==> config.mk <==
export PLATFORM = sky130hd
export DESIGN_NAME = modem_ctl_stat
export DESIGN_NICKNAME = d
export VERILOG_FILES = /design/src/rtl/mdm_pkg.sv /design/src/rtl/mdm_sync.sv /design/src/rtl/mdm_ctrl.sv /design/src/rtl/mdm_status.sv /design/src/rtl/modem_ctl_stat.sv
export SDC_FILE = /design/constraint.sdc
export NUM_CORES = 1
export LEC_CHECK = 0
export BUFFER_PORTS_ARGS = -buffer_cell sky130_fd_sc_hd__buf_2
export CORE_MARGIN = 8
export CORE_UTILIZATION = 40
export DETAILED_ROUTE_END_ITERATION = 16
export MAX_ROUTING_LAYER = met4
export PLACE_DENSITY = 0.72
export SLEW_MARGIN = 0
export SYNTH_ARGS = -nofsm -noshare
export SYNTH_HDL_FRONTEND = slang
export SYNTH_SLANG_ARGS = --single-unit
==> constraint.sdc <==
create_clock -name clk -period 1.5 [get_ports clk]
set_input_delay 0.225 -clock clk [delete_from_list [all_inputs] [get_ports clk]]
set_output_delay 0.225 -clock clk [all_outputs]
set_load 0.1 [all_outputs]
==> src/rtl/mdm_pkg.sv <==
package mdm_pkg;
    // positions inside the four-line input vector and the status nibbles
    localparam int LINE_CTS = 0;
    localparam int LINE_DSR = 1;
    localparam int LINE_RI  = 2;
    localparam int LINE_DCD = 3;
    localparam int N_LINES  = 4;

    // control register layout; packed order gives bit 4..0
    typedef struct packed {
        logic loop;
        logic out2;
        logic out1;
        logic rts;
        logic dtr;
    } ctl_word_t;

    localparam int CTL_BITS = $bits(ctl_word_t);
endpackage

==> src/rtl/mdm_sync.sv <==
module mdm_sync #(
    parameter int         WIDTH   = 4,
    parameter int         STAGES  = 2,
    parameter logic [0:0] RST_VAL = 1'b1
) (
    input  logic             clk,
    input  logic             rst_n,
    input  logic [WIDTH-1:0] async_i,
    output logic [WIDTH-1:0] sync_o
);
    typedef logic [WIDTH-1:0] vec_t;
    localparam vec_t RST_VEC = {WIDTH{RST_VAL}};

    vec_t stg_d [STAGES];
    vec_t stg_q [STAGES];

    always_comb begin
        stg_d[0] = async_i;
        for (int i = 1; i < STAGES; i++) begin
            stg_d[i] = stg_q[i-1];
        end
    end

    generate
        for (genvar g = 0; g < STAGES; g++) begin : g_stage
            always_ff @(posedge clk or negedge rst_n) begin
                if (!rst_n) stg_q[g] <= RST_VEC;
                else        stg_q[g] <= stg_d[g];
            end
        end
    endgenerate

    assign sync_o = stg_q[STAGES-1];
endmodule

==> src/rtl/mdm_ctrl.sv <==
module mdm_ctrl
    import mdm_pkg::*;
#(
    parameter int REG_W = 8
) (
    input  logic             clk,
    input  logic             rst_n,
    input  logic             wr_en,
    input  logic [REG_W-1:0] wr_data,
    output ctl_word_t        ctl_o,
    output logic [REG_W-1:0] rd_data,
    output logic [3:0]       pins_n      // {out2, out1, rts, dtr}
);
    localparam int PAD_W = REG_W - CTL_BITS;

    typedef struct packed {
        ctl_word_t ctl;
    } state_t;

    state_t s_d, s_q;

    always_comb begin
        s_d = s_q;
        if (wr_en) s_d.ctl = ctl_word_t'(wr_data[CTL_BITS-1:0]);
    end

    always_ff @(posedge clk or negedge rst_n) begin
        if (!rst_n) s_q <= '0;
        else        s_q <= s_d;
    end

    assign ctl_o   = s_q.ctl;
    assign rd_data = {{PAD_W{1'b0}}, s_q.ctl};

    // loopback parks every pin inactive; otherwise a 1 pulls the pin low
    always_comb begin
        if (s_q.ctl.loop) pins_n = 4'b1111;
        else              pins_n = ~{s_q.ctl.out2, s_q.ctl.out1,
                                     s_q.ctl.rts,  s_q.ctl.dtr};
    end
endmodule

==> src/rtl/mdm_status.sv <==
module mdm_status
    import mdm_pkg::*;
#(
    parameter int REG_W = 8
) (
    input  logic               clk,
    input  logic               rst_n,
    input  logic [N_LINES-1:0] ext_lvl,   // synchronized, active high
    input  ctl_word_t          ctl,
    input  logic               rd_en,
    output logic [REG_W-1:0]   rd_data,
    output logic               change_o
);
    typedef struct packed {
        logic [N_LINES-1:0] prev;
        logic [N_LINES-1:0] delta;
        logic               change;
    } state_t;

    state_t s_d, s_q;
    logic [N_LINES-1:0] lvl;
    logic [N_LINES-1:0] loop_lvl;
    logic [N_LINES-1:0] evt;

    // fixed crossover used in loopback
    always_comb begin
        loop_lvl[LINE_CTS] = ctl.rts;
        loop_lvl[LINE_DSR] = ctl.dtr;
        loop_lvl[LINE_RI]  = ctl.out1;
        loop_lvl[LINE_DCD] = ctl.out2;
    end

    assign lvl = ctl.loop ? loop_lvl : ext_lvl;

    always_comb begin
        evt[LINE_CTS] = lvl[LINE_CTS] ^ s_q.prev[LINE_CTS];
        evt[LINE_DSR] = lvl[LINE_DSR] ^ s_q.prev[LINE_DSR];
        evt[LINE_DCD] = lvl[LINE_DCD] ^ s_q.prev[LINE_DCD];
        evt[LINE_RI]  = s_q.prev[LINE_RI] & ~lvl[LINE_RI];   // ring end only

        s_d        = s_q;
        s_d.prev   = lvl;
        s_d.delta  = (rd_en ? '0 : s_q.delta) | evt;
        s_d.change = |(evt & (rd_en ? {N_LINES{1'b1}} : ~s_q.delta));
    end

    always_ff @(posedge clk or negedge rst_n) begin
        if (!rst_n) s_q <= '0;
        else        s_q <= s_d;
    end

    assign rd_data  = {lvl, s_q.delta};
    assign change_o = s_q.change;

    assert_delta_sticky_R4: assert property (@(posedge clk) disable iff (!rst_n)
        !rd_en |=> ((s_q.delta & $past(s_q.delta)) == $past(s_q.delta)));

    assert_read_clears_R6: assert property (@(posedge clk) disable iff (!rst_n)
        rd_en |=> ((s_q.delta & ~$past(evt)) == '0));

    assert_no_teri_on_ring_start_R5: assert property (@(posedge clk) disable iff (!rst_n)
        ($rose(lvl[LINE_RI]) && !rd_en && !s_q.delta[LINE_RI]) |=> !s_q.delta[LINE_RI]);

    assert_change_has_flag_R7: assert property (@(posedge clk) disable iff (!rst_n)
        s_q.change |-> (s_q.delta != '0));
endmodule

==> src/rtl/modem_ctl_stat.sv <==
module modem_ctl_stat
    import mdm_pkg::*;
#(
    parameter int REG_W       = 8,
    parameter int SYNC_STAGES = 2
) (
    input  logic             clk,
    input  logic             rst_n,
    input  logic             ctl_wr_en,
    input  logic [REG_W-1:0] ctl_wr_data,
    output logic [REG_W-1:0] ctl_rd_data,
    input  logic             stat_rd_en,
    output logic [REG_W-1:0] stat_rd_data,
    output logic             stat_change,
    output logic             dtr_n,
    output logic             rts_n,
    output logic             out1_n,
    output logic             out2_n,
    input  logic             cts_n,
    input  logic             dsr_n,
    input  logic             ri_n,
    input  logic             dcd_n
);
    ctl_word_t          ctl;
    logic [3:0]         pins_n;
    logic [N_LINES-1:0] raw_n;
    logic [N_LINES-1:0] sync_n;

    always_comb begin
        raw_n[LINE_CTS] = cts_n;
        raw_n[LINE_DSR] = dsr_n;
        raw_n[LINE_RI]  = ri_n;
        raw_n[LINE_DCD] = dcd_n;
    end

    mdm_sync #(.WIDTH(N_LINES), .STAGES(SYNC_STAGES), .RST_VAL(1'b1)) u_sync (
        .clk     (clk),
        .rst_n   (rst_n),
        .async_i (raw_n),
        .sync_o  (sync_n)
    );

    mdm_ctrl #(.REG_W(REG_W)) u_ctrl (
        .clk     (clk),
        .rst_n   (rst_n),
        .wr_en   (ctl_wr_en),
        .wr_data (ctl_wr_data),
        .ctl_o   (ctl),
        .rd_data (ctl_rd_data),
        .pins_n  (pins_n)
    );

    mdm_status #(.REG_W(REG_W)) u_stat (
        .clk      (clk),
        .rst_n    (rst_n),
        .ext_lvl  (~sync_n),
        .ctl      (ctl),
        .rd_en    (stat_rd_en),
        .rd_data  (stat_rd_data),
        .change_o (stat_change)
    );

    assign {out2_n, out1_n, rts_n, dtr_n} = pins_n;

    assert_ctl_write_R1: assert property (@(posedge clk) disable iff (!rst_n)
        ctl_wr_en |=> (ctl_rd_data[CTL_BITS-1:0] == $past(ctl_wr_data[CTL_BITS-1:0])));

    assert_pins_parked_R8: assert property (@(posedge clk) disable iff (!rst_n)
        ctl_rd_data[CTL_BITS-1] |-> ({dtr_n, rts_n, out1_n, out2_n} == 4'b1111));
endmodule

* Word level (Yosys, flattened, before mapping)
Index checks and enable logic that the tools add are counted.
** Storage, ports and cells
- Bits in registers :: 22
- Input port bits :: 16
- Output and inout bits :: 21
- Word-level logic and storage cells :: 25
** Operators by class
- Mux-type cells :: 4
- Bitwise gates (word level) :: 10
- Reductions and logical operators :: 1
** Operators with widths (count)
- 2-to-1 mux 4 bit :: 4
- NOT 4 bit :: 3
- AND 4 bit :: 1
- OR 4 bit :: 1
- OR reduction 4 bit :: 1
- bitwise XOR 1 bit :: 3
- AND 1 bit :: 1
- NOT 1 bit :: 1

* Depth between registers and ports, before layout
Gate-level depths: netlist (run 1).
- Depth after elaboration :: 6
- Gate-level depth with buffers :: 4
- Depth with buffers taken out :: 4

* Modules after synthesis
Synthesis (run 1) repeated with hierarchy kept, for this count alone.
** Unflattened totals
- Cells, all modules :: 76
- Area total of the unflattened synthesis :: 949.7 um2
** Modules (own cells, without submodules)
- mdm_status :: times used 1, cells an instance 41, area an instance 454.2 um2, sequential area each 225.2 um2
- mdm_ctrl :: times used 1, cells an instance 23, area an instance 270.3 um2, sequential area each 125.1 um2
- mdm_sync :: times used 1, cells an instance 8, area an instance 210.2 um2, sequential area each 210.2 um2
- modem_ctl_stat :: times used 1, cells an instance 4, area an instance 15.0 um2, sequential area each 0.0 um2

* Least setup slack after synthesis (run 1)
OpenSTA, ideal clock, no wires.
- Path type :: register -> output
- Start :: register u_ctrl.s_q (netlist bit u_ctrl.ctl_o[4])
- End :: output dtr_n
- Arrival :: 1.962 ns
- Required time :: 1.275 ns
- Path slack :: -0.687 ns
- Stages on the path, launching flop included :: 3
- Buffers on the path :: 1
- Path through :: dfrtp_1 -> buf_6 -> nand2b_1
** Between the ends
- Cells in the longest elaborated chain, start to end :: 1
** Ends and longest elaborated chain
- from (decl) :: line mdm_ctrl.sv:20 : state_t s_d, s_q;
- from (signal assigned) :: line mdm_ctrl.sv:28 : if (!rst_n) s_q <= '0;
- from (signal assigned) :: line mdm_ctrl.sv:29 : else s_q <= s_d;
- 2-to-1 mux 4 bit :: line mdm_ctrl.sv:37 : if (s_q.ctl.loop) pins_n = 4'b1111;
- to (decl) :: line modem_ctl_stat.sv:15 : output logic dtr_n,
No other way between the ends.

* Worst setup path after layout (run 1)
- Start :: register u_ctrl.s_q (netlist bit u_ctrl.ctl_o[4])
- End :: output stat_rd_data[4]
** Between the ends
- Cells in the longest elaborated chain, start to end :: 1
** Ends and longest elaborated chain
- 2-to-1 mux 4 bit :: line mdm_status.sv:33 : assign lvl = ctl.loop ? loop_lvl : ext_lvl;
- to (decl) :: line modem_ctl_stat.sv:13 : output logic [REG_W-1:0] stat_rd_data,
No other way between the ends.

==> metrics.yaml, run 1 <==
status: "finished with violations"
violations: "setup timing"
area_growth_pct: 48.4
synth-seq-cells: 22
worstSetupStartpoint: "u_ctrl.ctl_o[4]"
setup-tns-final_ns: -0.566
synth_area_um2: 975
power_density_nw_per_um2: 1490
holdWs_ns: 0.124
peakVddDrop_v: 0.00107
min_period_ns: 1.62
fin_nets: 130
synth_cells: 77
hold_start: "ctl_wr_data[3]"
cts_tree: "done"
period_share: 1.08
endpoint_kind: "primary output"
grt_pass1_wl_um: 3250
dp_hpwl_um: 1380
die_w_um: 65.4
finalPower_mw: 2.15
cts_max_level: 1
clk_pin_slew_ns: 0.12
fillCellCount: 198
fin_ws_ns: -0.117
avgViaCountPerCell: 4.48
grt_max_degree: 23
die_area_um2: 4270
start_kind: "register"
rsz0062_at_grt: "yes"
finalInstanceArea_um2: 1450
grt_overflow: 0
cts_buffer_depth: 2
cts_buffers: 3
core_region_area_um2: 2390
post_drt_wl_per_cell_um: 13.5
crit_arrival_ns: 1.39
ant_nets: 0
num_vias: 641
clock_sinks: 22
final_common_cell: "buf_2"
wl_um: 1930
p_leak_nw: 0.656
drv_cap: 0
yosysSeqAreaShare: 0.575
grt_pass1_vias: 746
preCtsSetupSlack_ns: 0.0863
cts-root-buf: "clkbuf_4"
final_cell_mix: "21 x buf_2, 9 x nand2_1, 9 x buf_12, 9 x dfrtp_1, 8 x dfstp_2"
boundaryPins: 37
antenna_cells: 0
worstPathRequired_ns: 1.27
max_freq_mhz: 619
rows: 18
finalHoldViolCount: 0
drtIter0Drc: 5
final_util: 0.606
dp.cells: 126
grt_antenna_before_repair: 0
slew_viol_final: 0
drive_gt1_frac: 0.602
drtPass1Iterations: 2
worstReg2RegStart: "u_ctrl.ctl_o[4]"
drc_errors: 0
placed_cell_area_um2: 1230
die_h_um: 65.4
final_cells: 143
portBuffers: 30
synth_cell_types: 19
ys.warnings.count: 0
worst-setup-path-type: "register to primary output"
setup_violations: 10
cp_max_fo: 8
grt_usage: 0.101
gp_routability_congestion: 0.754
fin_skew_ns: 0.00837
clock_latency_ns: 0.30
holdCritPathClass: "input pin to register"
initial_core_util: 0.408
synth_area_per_cell_um2: 12.7
-- report_power, final --
group	internal (mW)	switching (mW)	total [mW]
clock	0.270	0.172	0.442
sequential	0.674	0.0543	0.728
combinational	0.294	0.687	0.981
total	1.24	0.913	2.15
-- critical path: stages, from the launching register on --
cell	delay, ns
dfrtp_4	0.56
mux2i_4	0.33
buf_12	0.21
-- sequential cells by signal (all words and copies together), names as in the netlist --
signal and count:
u_stat.s_q 4, u_sync.sync_o 4, u_sync.stg_d 4, u_stat.rd_data 4, u_ctrl.ctl_o 5, u_stat.change_o 1
-- cell families after synthesis --
kind of cell	after synthesis	share of synthesized area
compound gates	4	0.0308
xor+xnor	3	0.0270
buf+inv	18	0.119
flops	22	0.575
mux	8	0.133
other cells	1	0.00385
simple gates	21	0.110
-- routing by layer --
layer / vias to the layer above / part of all wire / GRT usage
met5: - / 0 / -
met4: 0 / 0.019 / 0.0327
met3: 4 / 0.078 / 0.0408
met2: 25 / 0.54 / 0.183
met1: 312 / 0.37 / 0.0938
li1: 300 / - / -
-- what timing repair did --
item,in CTS,in global routing
endpoints found under the hold margin,18,0
setup endpoints to repair,8,10
resized for setup,5,5
setup buffers,7,2
pin swaps,0,1
hold buffers,5,0
-- final timing paths --
check                                    endpoint  slack [ns]  depth (start not counted)
worst max register to register    u_stat.change_o           0                          4
min in group asynchronous       u_stat.rd_data[3]        0.39                          2
worst min register to register   u_sync.sync_o[0]        0.37                          0
worst max-delay path              stat_rd_data[4]       -0.12                          2
worst min-delay path              u_ctrl.ctl_o[3]        0.12                          3
max in group asynchronous         u_ctrl.ctl_o[4]        0.74                          2
-- layout make-up --
type / count / area, um2 / share of cell area
tap: 30 / 37.5 / 0.0260
clock inverter: 1 / 30.0 / 0.0208
timing repair buffer: 43 / 414 / 0.286
multi-input combinational: 39 / 352 / 0.243
inverter: 5 / 18.8 / 0.0130
sequential: 22 / 572 / 0.395
clock buffer: 3 / 22.5 / 0.0156
-- synth_stat cells --
| master | number | area, um2 |
|---|---|---|
| buf_4 | 11 | 82.6 |
| buf_6 | 1 | 11.3 |
| clkbuf_1 | 1 | 3.75 |
| clkinv_1 | 1 | 3.75 |
| conb_1 | 1 | 3.75 |
| dfrtp_1 | 14 | 350 |
| dfstp_2 | 8 | 210 |
| inv_1 | 4 | 15.0 |
| mux2_1 | 2 | 22.5 |
| mux2_4 | 2 | 30.0 |
| mux2i_1 | 1 | 10.0 |
| mux2i_4 | 3 | 67.6 |
| nand2_1 | 9 | 33.8 |
| nand2b_1 | 10 | 62.6 |
| nand3_1 | 1 | 5.00 |
| nor2b_1 | 1 | 6.26 |
| o2111ai_2 | 1 | 15.0 |
| o21ai_0 | 3 | 15.0 |
| xnor2_1 | 3 | 26.3 |
Power figures use the tool's default switching activity.
==> inputs of run 2 (changes only) <==
CORE_MARGIN = not set   (was 8)
PLACE_DENSITY = 0.73   (was 0.72)
SYNTH_HIERARCHICAL = 1   (was not set)
==> metrics.yaml, run 2 <==
synthMuxAreaShare: 0.108  # -0.0255
netlist_top_cells_area: "dfrtp_1 37%, dfstp_2 22%, buf_4 13%"
clock_latency_ns: 0.29  # about the same
endpoint_kind: "primary output"
finalPower_mw: 1.96  # -8.9%
wl_um: 1380  # -29%
post_drt_wl_per_cell_um: 10.3  # -24%
drv_cap: 0  # unchanged
portBuffers: 30  # unchanged
worstPathRequired_ns: 1.27  # about the same
power_density_nw_per_um2: 1500  # +1.1%
ys.flop_type: "dfrtp_1"
initial_core_util: 0.425  # +0.0169
boundaryPins: 37  # unchanged
synth_top_cell_area_share: 0.369  # +0.00947
violations: "setup timing"
area_growth_pct: 37.3
core_region_area_um2: 2230  # -6.4%
largest_reg_flops: 5  # unchanged
drtIter0Drc: 0  # -5
dp_hpwl_um: 1030  # -26%
ant_nets: 0  # unchanged
cts_max_level: 1  # unchanged
fin_skew_ns: 0.000527  # -0.00785 ns
die_area_um2: 2570  # -40%
slew_viol_final: 0  # unchanged
synth_fa_ha_area_frac: 0  # unchanged
avgViaCountPerCell: 4.31  # -3.9%
yosysMostFrequentCell: "buf_4"
fin_nets: 123  # -5.4%
worst-setup-path-type: "register to primary output"
synth-seq-cells: 22  # unchanged
preCtsSetupSlack_ns: -0.00554  # -0.0918 ns
rows: 17  # -1
period_share: 1.04  # -0.0411
status: "finished with violations"
grt_antenna_before_repair: 0  # unchanged
drtPass1Iterations: 1  # -1
grt_max_degree: 23  # unchanged
drc_errors: 0  # unchanged
synth_top_family_by_area: "buffers and inverters"
synth_xor_area_frac: 0.0356  # +0.00862
cts_buffers: 3  # unchanged
final_cells: 134  # -6.3%
cts_tree: "done"
cts_buffer_depth: 2  # unchanged
cts-root-buf: "clkbuf_4"
grt_overflow: 0  # unchanged
setup_violations: 8  # -2
synth_largest_area_cell: "dfrtp_1"
synth_area_um2: 950  # -2.6%
min_period_ns: 1.56  # -0.0616 ns
clk_pin_slew_ns: 0.11  # about the same
finalHoldViolCount: 0  # unchanged
holdCritPathClass: "input pin to register"
start_kind: "register"
antenna_cells: 0  # unchanged
grt_pass1_vias: 562  # -25%
holdWs_ns: 0.142  # +0.0182 ns
gp_routability_congestion: 0.713  # -5.4%
crit_arrival_ns: 1.33  # -0.06 ns
max_freq_mhz: 643  # +4.0%
rsz0062_at_grt: "yes"
synth_cells: 76  # -1.3%
yosysSeqAreaShare: 0.590  # +0.0152
synthSimpleGateAreaFrac: 0.0567  # -0.0537
ys.warnings.count: 6  # +6
p_leak_nw: 0.640  # -2.4%
synth_common_cells: "16 x buf_4, 14 x dfrtp_1, 10 x inv_1"
cp_max_fo: 3  # -5
drive_gt1_frac: 0.575  # -0.0263
synth_cell_types: 23  # +4
die_w_um: 50.7  # -22%
final_common_cell: "buf_2"
final_cell_mix: "21 x buf_2, 13 x dfrtp_1, 9 x buf_12, 8 x dfstp_2, 6 x inv_1"
grt_usage: 0.119  # +0.0185
synth_compound_area_frac: 0.0395  # +0.00872
fin_ws_ns: -0.0550  # +0.0616 ns
synthArstFlopShare: 1.00  # unchanged
clock_sinks: 22  # unchanged
grt_pass1_wl_um: 2230  # -31%
synth_edf_count: 0  # unchanged
final_util: 0.584  # -0.0221
synth_area_per_cell_um2: 12.5  # -1.3%
num_vias: 577  # -10%
dp.cells: 121  # -4.0%
peakVddDrop_v: 0.00101  # -5.7%
die_h_um: 50.7  # -22%
## run 2: cell count changes after synthesis, moves of 2 or more
cell	before	now
buf_4	11	16
inv_1	4	10
mux2_1	2	5
mux2i_4	3	0
nand2_1	9	1
nand2b_1	10	4
xnor2_1	3	1
## run 2: final cells by class
type / instances / area [um2]
Clock buffer: 4 / 36.3
Fill cell: 186 / 930
Inverter: 10 / 37.5
Multi-Input combinational cell: 30 / 260
Sequential cell: 22 / 562
Tap cell: 28 / 35.0
Timing Repair Buffer: 40 / 373
## run 2: through the flow
| step | instance area (um2) | TNS (ns) |
|---|---|---|
| after global placement | 1130 | -0.00366 |
| after detailed placement | 1130 | -0.00554 |
| after floorplan | 967 | 0 |
| after CTS | 1250 | -0.415 |
| final | 1300 | -0.276 |
| after global routing | 1300 | -0.819 |
## run 2: routing by layer
metal,up-vias,wire length [um],track usage
met5,-,0,-
met4,0,0,0.0417
met3,0,71,0.0182
met2,25,737,0.211
met1,275,568,0.136
li1,277,-,-
## run 2: repair_timing
item / 4_1_cts / 5_1_grt
hold endpoints to repair: 14 / 4
setup endpoints to repair: 6 / 8
cloned: 0 / 0
buffers inserted: 4 / 0
gates resized for setup: 15 / 5
hold buffers: 1 / 4
pin swaps: 0 / 0
## run 2: power breakdown
group / switching [mW] / internal [mW]
combinational: 0.685 / 0.252
clock: 0.158 / 0.148
sequential: 0.0456 / 0.672
## run 2: path summary, 6_finish.rpt
check	start	endpoint	slack, ns	cells after the start
max in group asynchronous	rst_n	u_sync/stg_d[1]	0.76	2
worst min-delay path	ctl_wr_data[1]	u_ctrl/ctl_o[1]	0.14	2
worst max register to register	u_ctrl/ctl_o[4]	u_stat/change_o	-0.02	5
worst max-delay path	u_sync/sync_o[0]	stat_rd_data[4]	-0.06	3
min in group asynchronous	rst_n	u_stat/rd_data[2]	0.40	2
worst min register to register	u_sync/stg_d[0]	u_sync/sync_o[0]	0.36	0
## run 2: logic make-up after synthesis
kind of cell              count (synthesis)
DFF                                      22
AOI/OAI and AO/OA                         6
xor gates and xnor gates                  3
and+or+nand+nor                           9
buffers and inverters                    26
other                                     1
muxes                                     9
## run 2: critical path, cell delays in order, from the launching register on
cell and delay, ns:
dfstp_2 0.53, inv_1 0.03, mux2_4 0.30, buf_12 0.17
==> inputs of run 3 (changes only) <==
==> constraint.sdc (replaced) <==
create_clock -name clk -period 1.5 [get_ports clk]
set_input_delay 0.225 -clock clk [delete_from_list [all_inputs] [get_ports clk]]
set_output_delay 0.225 -clock clk [all_outputs]
set_load 0.005 [all_outputs]
==> metrics.yaml, run 3 (synthesis results as in run 2) <==
slew_viol_final: 0  # unchanged
clock_latency_ns: 0.30  # about the same
preCtsSetupSlack_ns: 0.0606  # +0.0661 ns
setup_violations: 0  # -8
setup-tns-final_ns: 0  # +0.276 ns
cts-root-buf: "clkbuf_4"
die_h_um: 50.7  # unchanged
rsz0062_at_grt: "yes"
num_vias: 572  # -0.87%
hold_path_end: "u_ctrl/ctl_o[3]"
antenna_cells: 0  # unchanged
drtPass1Iterations: 3  # +2
endpoint_kind: "primary output"
cp_slowest_stage_delay_ns: 0.54  # about the same
reg2reg_depth: 5  # unchanged
grt_usage: 0.126  # +0.00679
crit_chain: "inv_2 > mux2_4 > buf_6"
boundaryPins: 37  # unchanged
grt_max_degree: 23  # unchanged
final_cell_mix: "28 x buf_2, 13 x dfrtp_1, 8 x dfstp_2, 6 x inv_1"
wl_um: 1290  # -6.6%
clock_sinks: 22  # unchanged
max_freq_mhz: 667  # +3.7%
worst-setup-path-type: "register to primary output"
cts_buffer_depth: 2  # unchanged
initial_core_util: 0.425  # unchanged
cp_slowest_cell: "dfstp_2"
cp_max_fo: 3  # unchanged
worstReg2RegStart: "u_sync/sync_o[0]"
start_kind: "register"
die_area_um2: 2570  # unchanged
drtIter0Drc: 3  # +3
status: "finished, final reports clean"
area_growth_pct: 24.1
grt_pass1_wl_um: 2270  # +1.9%
portBuffers: 30  # unchanged
period_share: 1.00  # -0.0369
largest_reg_flops: 5  # unchanged
grt_pass1_vias: 548  # -2.5%
post_drt_wl_per_cell_um: 9.60  # -6.6%
finalHoldViolCount: 0  # unchanged
ant_nets: 0  # unchanged
hold_start: "ctl_wr_data[3]"
die_w_um: 50.7  # unchanged
fin_ws_ns: 0.000274  # +0.0553 ns
drc_errors: 0  # unchanged
gp_routability_congestion: 0.688  # -3.5%
clk_pin_slew_ns: 0.12  # about the same
p_leak_nw: 0.590  # -7.9%
final_util: 0.528  # -0.0560
cts_tree: "done"
drv_cap: 0  # unchanged
cts_max_level: 1  # unchanged
worstPathRequired_ns: 1.27  # about the same
rows: 17  # unchanged
holdCritPathClass: "input pin to register"
holdWs_ns: 0.133  # -0.00906 ns
hold_depth: 2  # unchanged
peakVddDrop_v: 0.000644  # -36%
avgViaCountPerCell: 4.27  # -0.87%
drive_gt1_frac: 0.547  # -0.0283
fin_nets: 123  # unchanged
crit_arrival_ns: 1.27  # -0.06 ns
core_region_area_um2: 2230  # unchanged
min_period_ns: 1.50  # -0.0553 ns
r2r_setup_slack_ns: 0.06  # +0.08 ns
finalPower_mw: 1.32  # -33%
cts_buffers: 3  # unchanged
final_common_cell: "buf_2"
worst_r2r_endpoint: "u_stat/change_o"
fin_skew_ns: 0.00505  # +0.00452 ns
power_density_nw_per_um2: 1120  # -26%
dp_hpwl_um: 959  # -6.7%
grt_overflow: 0  # unchanged
grt_antenna_before_repair: 0  # unchanged
[run 3: worst max-delay path by stage]
| stage | startpoint | depth (start not counted) | end | slack, ns |
|---|---|---|---|---|
| 2_1_floorplan | u_ctrl/ctl_o[4] | 4 | u_stat/change_o | 0.13 |
| 3_3_place_gp | u_ctrl/ctl_o[4] | 4 | u_stat/change_o | 0.09 |
| 3_5_place_dp | u_ctrl/ctl_o[4] | 4 | u_stat/change_o | 0.06 |
| 4_1_cts | u_sync/sync_o[0] | 3 | stat_rd_data[4] | -0.02 |
| 5_1_grt | u_sync/sync_o[3] | 4 | stat_rd_data[7] | -0.07 |
| 6_report | u_sync/sync_o[0] | 3 | stat_rd_data[4] | 0.0003 |
[run 3: what timing repair did]
item                       4_1_cts  5_1_grt
setup buffers                    3        1
hold buffers                     5        0
setup endpoints to repair        4        5
gates cloned                     0        0
hold endpoints to repair        18        0
resized for setup                5        6
[run 3: cell type report]
type / instances / area [um2]
Clock buffer: 4 / 36.3
Fill cell: 216 / 1050
Inverter: 10 / 37.5
Multi-Input combinational cell: 30 / 258
Sequential cell: 22 / 562
Tap cell: 28 / 35.0
Timing Repair Buffer: 40 / 250
[run 3: critical path: cells and delay by family (launching register included)]
kind | cells | cell delay, ns
muxes | 1 | 0.29
DFF | 1 | 0.54
buffers and inverters | 2 | 0.14
[run 3: power breakdown]
part / switching [mW] / total [mW] / leakage, nW / internal, mW
Sequential: 0.0446 / 0.717 / 0.243 / 0.672
Combinational: 0.113 / 0.283 / 0.326 / 0.170
Clock: 0.168 / 0.316 / 0.0210 / 0.148
Total: 0.326 / 1.32 / 0.590 / 0.990
[run 3: metrics by stage]
step	area [um2]	std cells
5_1_grt	1180	134
3_5_place_dp	1030	121
6_report	1180	134
3_3_place_gp	1030	121
4_1_cts	1160	133
2_1_floorplan	957	78
[run 3: per-layer routing]
metal,vias to the layer above,global-route usage,part of all wire
met5,-,-,0
met4,0,0.0694,0.0047
met3,2,0.0212,0.086
met2,28,0.202,0.47
met1,268,0.151,0.44
li1,274,-,-
